## config.mk

```make
export PLATFORM = sky130hd
export DESIGN_NAME = burst_addr_gen
export DESIGN_NICKNAME = d
export VERILOG_FILES = /design/src/rtl/burst_seq_pkg.sv /design/src/rtl/burst_cmd_decode.sv /design/src/rtl/burst_beat_counter.sv /design/src/rtl/burst_addr_gen.sv
export SDC_FILE = /design/constraint.sdc
export NUM_CORES = 1
export LEC_CHECK = 0
export BUFFER_PORTS_ARGS = -buffer_cell sky130_fd_sc_hd__buf_4
export CORE_MARGIN = 2
export CORE_UTILIZATION = 39
export DETAILED_ROUTE_END_ITERATION = 16
export PLACE_DENSITY = 0.78
export REMOVE_ABC_BUFFERS = 1
export SLEW_MARGIN = 20
export SYNTH_ARGS = -nofsm -noshare
export SYNTH_HDL_FRONTEND = slang
export SYNTH_SLANG_ARGS = --single-unit
```

## constraint.sdc

```tcl
create_clock -name clk -period 2.2 [get_ports clk]
set_clock_uncertainty 0.1 [all_clocks]
set_input_delay 0.11 -clock clk [delete_from_list [all_inputs] [get_ports clk]]
set_output_delay 0.11 -clock clk [all_outputs]
set_load 0.005 [all_outputs]
```

## src/rtl/burst_seq_pkg.sv

```systemverilog
package burst_seq_pkg;

    localparam int OFS_W = 2;
    localparam int BEATS = 1 << OFS_W;

    typedef enum logic [1:0] {
        CMD_HOLD = 2'd0,
        CMD_STEP = 2'd1,
        CMD_LOAD = 2'd2
    } burst_cmd_e;

    typedef enum logic {
        ORD_LINEAR = 1'b0,
        ORD_XOR    = 1'b1
    } burst_order_e;

    typedef struct packed {
        logic [OFS_W-1:0] start;
        logic [OFS_W-1:0] beat;
    } burst_pos_t;

    function automatic logic [OFS_W-1:0] beat_offset(
        input logic [OFS_W-1:0] start,
        input logic [OFS_W-1:0] beat,
        input burst_order_e     ord
    );
        logic [OFS_W-1:0] res;
        if (ord == ORD_XOR) res = start ^ beat;
        else                res = start + beat;
        return res;
    endfunction

endpackage

```

## src/rtl/burst_cmd_decode.sv

```systemverilog
module burst_cmd_decode
    import burst_seq_pkg::*;
(
    input  logic       chip_sel,
    input  logic       proc_start_n,
    input  logic       ctrl_start_n,
    input  logic       advance_n,
    output burst_cmd_e cmd
);
    logic start_req;

    always_comb begin
        start_req = chip_sel && (!proc_start_n || !ctrl_start_n);
        if (start_req)       cmd = CMD_LOAD;
        else if (!advance_n) cmd = CMD_STEP;
        else                 cmd = CMD_HOLD;
    end
endmodule

```

## src/rtl/burst_beat_counter.sv

```systemverilog
module burst_beat_counter
    import burst_seq_pkg::*;
(
    input  logic             clk,
    input  logic             rst,
    input  burst_cmd_e       cmd,
    input  burst_order_e     ord,
    input  logic [OFS_W-1:0] load_ofs,
    output logic [OFS_W-1:0] low_q
);
    burst_pos_t       pos_q;
    logic [OFS_W-1:0] next_beat;

    always_comb begin
        next_beat = pos_q.beat + OFS_W'(1);
    end

    always_ff @(posedge clk) begin
        if (rst) begin
            pos_q <= '0;
            low_q <= '0;
        end else begin
            case (cmd)
                CMD_LOAD: begin
                    pos_q.start <= load_ofs;
                    pos_q.beat  <= '0;
                    low_q       <= load_ofs;
                end
                CMD_STEP: begin
                    pos_q.beat <= next_beat;
                    low_q      <= beat_offset(pos_q.start, next_beat, ord);
                end
                default: ;
            endcase
        end
    end
endmodule

```

## src/rtl/burst_addr_gen.sv

```systemverilog
module burst_addr_gen
    import burst_seq_pkg::*;
#(
    parameter int ADDR_W = 18
) (
    input  logic              clk,
    input  logic              rst,
    input  logic              chip_sel,
    input  logic              proc_start_n,
    input  logic              ctrl_start_n,
    input  logic              advance_n,
    input  logic              mode_intlv,
    input  logic [ADDR_W-1:0] addr_in,
    output logic [ADDR_W-1:0] addr_out
);
    localparam int HI_W = ADDR_W - OFS_W;

    burst_cmd_e       cmd;
    burst_order_e     ord;
    logic [HI_W-1:0]  upper_q;
    logic [OFS_W-1:0] low_q;

    assign ord = burst_order_e'(mode_intlv);

    burst_cmd_decode u_dec (
        .chip_sel     (chip_sel),
        .proc_start_n (proc_start_n),
        .ctrl_start_n (ctrl_start_n),
        .advance_n    (advance_n),
        .cmd          (cmd)
    );

    burst_beat_counter u_cnt (
        .clk      (clk),
        .rst      (rst),
        .cmd      (cmd),
        .ord      (ord),
        .load_ofs (addr_in[OFS_W-1:0]),
        .low_q    (low_q)
    );

    always_ff @(posedge clk) begin
        if (rst)                  upper_q <= '0;
        else if (cmd == CMD_LOAD) upper_q <= addr_in[ADDR_W-1:OFS_W];
    end

    assign addr_out = {upper_q, low_q};
endmodule

```

Word level (Yosys, flattened, before mapping)
Cells that the tools add are included.

cells by class
  add/sub/neg operators = 2
  equal/unequal tests = 2
  mux-type cells = 5
  bitwise logic cells = 1
  reduce and logical (&&, ||, !) cells = 5

operator list
  operator                                                               count
  2-bit case mux with 2 select lines                                     2
  2-bit 2-to-1 mux                                                       2
  2-bit by 1-bit adder with 2-bit output, second input constant          1
  2-bit adder                                                            1
  2-bit by 1-bit equality test with 1-bit output, second input constant  1
  2-bit equality test, second input constant                             1
  1-bit logical NOT                                                      2
  2-bit nonzero test                                                     1
  2-bit XOR                                                              1
  1-bit logical AND                                                      1
  1-bit logical OR                                                       1
  1-bit 2-to-1 mux                                                       1

storage, ports and cells
  flip-flop bits (word level) = 22
  bits of input ports = 25
  word-level logic and storage cells = 19

Logic depth before layout (Yosys ltp)
  word-level depth = 6
  mapped depth = 5
  gate-level depth less buffers = 5

By module
A second synthesis with hierarchy kept.

second synthesis, totals
  cell total of the unflattened synthesis = 109
  area total of the unflattened synthesis = 1141.1 um^2

modules (own cells, without submodules)
  module              times used  cells an instance  area an instance (um^2)
  burst_addr_gen      1           71                 768.2
  burst_beat_counter  1           35                 347.8
  burst_cmd_decode    1           3                  25.0

Worst setup path after synthesis
OpenSTA, ideal clock, no wires.

  path kind = register to register
  start = reg u_cnt.pos_q[0] (netlist bit)
  end = reg u_cnt.low_q[1]
  library setup time = 79 ps
  data arrival time = 1144 ps
  required time = 2021 ps
  setup slack = 877 ps
  cell stages (with the launch flop) = 6
  cells stage by stage = dfxtp_1 inv_1 ha_1 nor2b_4 xnor3_1 o221ai_2

on the way
  longest elaborated chain between the ends = 4

ends and longest elaborated chain
  what                                             RTL line                                  source
  start, declared                                  burst_beat_counter.sv:11                  burst_pos_t pos_q;
  2-bit by 1-bit adder with 2-bit output *         burst_beat_counter.sv:15                  next_beat = pos_q.beat + OFS_W'(1);
  2-bit adder / 2-bit XOR (equally long branches)  burst_seq_pkg.sv:29, burst_seq_pkg.sv:28
  2-bit 2-to-1 mux *                               burst_seq_pkg.sv:28                       if (ord == ORD_XOR) res = start ^ beat;
  2-bit case mux with 2 select lines *             burst_beat_counter.sv:23                  case (cmd)
  end signal, assigned                             burst_beat_counter.sv:27                  low_q <= load_ofs;
  end signal, assigned                             burst_beat_counter.sv:31                  low_q <= beat_offset(pos_q.start, next_beat, ord);
  end, declared                                    burst_beat_counter.sv:9                   output logic [OFS_W-1:0] low_q

Every way passes the cells marked *; elsewhere a longest branch is shown, timed or not.
A chain may end at the register's enable or synchronous reset.

Worst setup path in the final report
Ends and elaborated chain as after synthesis.

==> impl_metrics.env <==
export IMPL_viasPerCell=4.65
export IMPL_final_hold_violation_count=0
export IMPL_grt_start_max_net_pins=25
export IMPL_cp_required_ps=2330
export IMPL_critPathCaptureType="register"
export IMPL_num_io_pins=43
export IMPL_numCtsBuffers=3
export IMPL_seq_area_frac_synth_pct=50.6
export IMPL_nFillCells=195
export IMPL_netlist_instances=100
export IMPL_max_freq_ghz=0.718
export IMPL_place_congestion=0.655
export IMPL_worstReg2RegStart="u_cnt.pos_q[0]"
export IMPL_syn_area_um2=871
export IMPL_tightest_slew_ps=642
export IMPL_crit_fanout=4
export IMPL_gr_usage_all_layers_pct=17.3
export IMPL_dp_worst_setup_slack_ps=773
export IMPL_fin_crit_sh_pct=63.3
export IMPL_dieArea_mm2=0.00263
export IMPL_setup_viol=0
export IMPL_yosysWarnings=0
export IMPL_utilization_pct=64.0
export IMPL_ys_types=23
export IMPL_syn_avg_cell_area_um2=8.71
export IMPL_gr_total_overflow=0
export IMPL_final_nets=185
export IMPL_cts_num_sinks=22
export IMPL_antenna_found_initial=0
export IMPL_drtAntennaViolNets=0
export IMPL_drive_above_1_share_pct=32.5
export IMPL_antenna_cells=0
export IMPL_min_period_ps=1390
export IMPL_path_buf_inv=1
export IMPL_slew_limit_headroom_pct=57.0
export IMPL_drc=0
export IMPL_firstDrtPassIters=3
export IMPL_drv_slew=0
export IMPL_layout_cells_non_filler=185
export IMPL_cts_resized=0
export IMPL_critPathSlowestCell="dfxtp_1"
export IMPL_whs_ps=34.2
export IMPL_cts_root_buf="clkbuf_4"
export IMPL_arrival_ps=1520
export IMPL_ir_drop_mv=0.341
export IMPL_max_stage_delay_ps=380
export IMPL_cts_tree="built"
export IMPL_cts_clk_slew_worst_paths_ps=110
export IMPL_p_per_area_mw_per_mm2=551
export IMPL_htree_levels=1
export IMPL_hp_class="in -> reg"
export IMPL_rsz0062_at_grt="false"
export IMPL_regArea_um2=440
export IMPL_dp_cells=165
export IMPL_insertion_delay_ps=290
export IMPL_worstPathCellList="inv_1 > ha_1 > nor2b_4 > xnor3_1 > o221ai_2"
export IMPL_dr_total_vias=861
export IMPL_first_global_vias=796
export IMPL_rrSetupSlack_ps=810
export IMPL_area_delta_synth_final_pct=59.5
export IMPL_core_area_mm2=0.00217
export IMPL_setup_total_negative_slack_ps=0
export IMPL_crit_path_start="u_cnt.pos_q[0]"
export IMPL_multiInputGateArea_um2=394
export IMPL_p_leak_nw=0.618
export IMPL_die_y_um=51.3
export IMPL_min_from="addr_in[1]"
export IMPL_drt_iter0_drc=8
export IMPL_cp_top_family="flip-flops"
export IMPL_maxCapViolations=0
export IMPL_status="completed"
export IMPL_die_width_um=51.3
export IMPL_port_buffers=42
export IMPL_clockBufferDepth=2
export IMPL_start_util_pct=40.1
export IMPL_hpwl_um=1400
export IMPL_wirelength_um=2150
export IMPL_grt_pass1_wl_um=3450
export IMPL_setup_slack_ps=808
export IMPL_wire_per_inst_um=11.6
export IMPL_start_kind="register"
export IMPL_path_class="reg -> reg"
export IMPL_yosys_register_bits=22
export IMPL_num_rows=17
Yosys cell counts (all sizes together):
cell    count  area [µm²]
a21bo       1        10.0
a21boi      1        11.3
a21oi      19        95.1
and2b       1        7.51
buf         3        17.5
clkbuf      3        15.0
dfxtp      22         440
ha          1        12.5
inv         1        3.75
mux2        1        11.3
nand2      37         139
nand4b      1        8.76
nor2b       2        20.0
nor3        1        5.00
nor4        1        12.5
o221ai      1        15.0
or3         1        6.26
xnor2       1        8.76
xnor3       1        22.5
xor2        1        8.76
worst reg2reg max path, delay by kind of cell (launching register included):
family | cells | cell delay [ps]
AO/OA/AOI/OAI | 1 | 150
AND/OR/NAND/NOR | 1 | 120
buffers and inverters | 1 | 60
flip-flops | 1 | 380
adder cells (fa/ha/maj) | 1 | 190
XOR/XNOR | 1 | 340
placed cells by master (no fill, tap or decap), types with 3 or more instances in the layout:
cell            n
dfxtp_1        22
nand2_1        37
dlygate4sd3_1  17
a21oi_1        19
clkbuf_4        3
buf_4          43
final cells by class:
| cell class | instances | area share (%) |
|---|---|---|
| repair buffers | 60 | 35.5 |
| flip-flops and latches | 22 | 31.7 |
| multi-input cells | 71 | 28.4 |
| well taps | 28 | 2.52 |
| clock buffers | 3 | 1.62 |
| inverters | 1 | 0.270 |
logic make-up (layout without fill, tap and decap cells):
family,count (synthesis),after routing,share of synthesized area (%)
buffers and inverters,7,64,4.17
adder cells (fa/ha/maj),1,1,1.44
XOR/XNOR,3,3,4.60
AO/OA/AOI/OAI,22,22,15.1
multiplexers,1,1,1.29
flip-flops,22,22,50.6
AND/OR/NAND/NOR,44,44,22.8
registers in the layout (all words and copies together), names as in the netlist:
name / flops
upper_q: 16
u_cnt.pos_q: 4
u_cnt.low_q: 2
routing by layer:
metal | up-vias | global-route usage [%] | wire (µm)
li1 | 443 | - | -
met1 | 396 | 19.2 | 872
met2 | 20 | 32.0 | 1150
met3 | 2 | 3.51 | 115
met4 | 0 | 6.58 | 12
met5 | - | 0 | 0
report_power, final:
| part | internal, W | switching, W |
|---|---|---|
| Clock | 0.0000636 | 0.000108 |
| Sequential | 0.000422 | 0.0000128 |
| Combinational | 0.0000976 | 0.0000620 |
| Total | 0.000583 | 0.000183 |
path summary, 6_finish.rpt:
check                   end  cells after the start
max          u_cnt.low_q[1]                      5
min          u_cnt.pos_q[3]                      3
min reg2reg      upper_q[2]                      2
max reg2reg  u_cnt.low_q[1]                      5
per-stage QoR:
step           total power, W  area, µm²
2_1_floorplan        0.000496        838
3_3_place_gp         0.000575       1200
3_5_place_dp         0.000579       1200
4_1_cts              0.000776       1390
5_1_grt              0.000807       1390
6_report             0.000765       1390
what timing repair did:
item | 4_1_cts | 5_1_grt
endpoints found under the setup margin | 0 | 0
buffers inserted | 0 | 0
endpoints found under the hold margin | 18 | 0
hold buffers | 17 | 0
(Power assumes the default switching activity.)
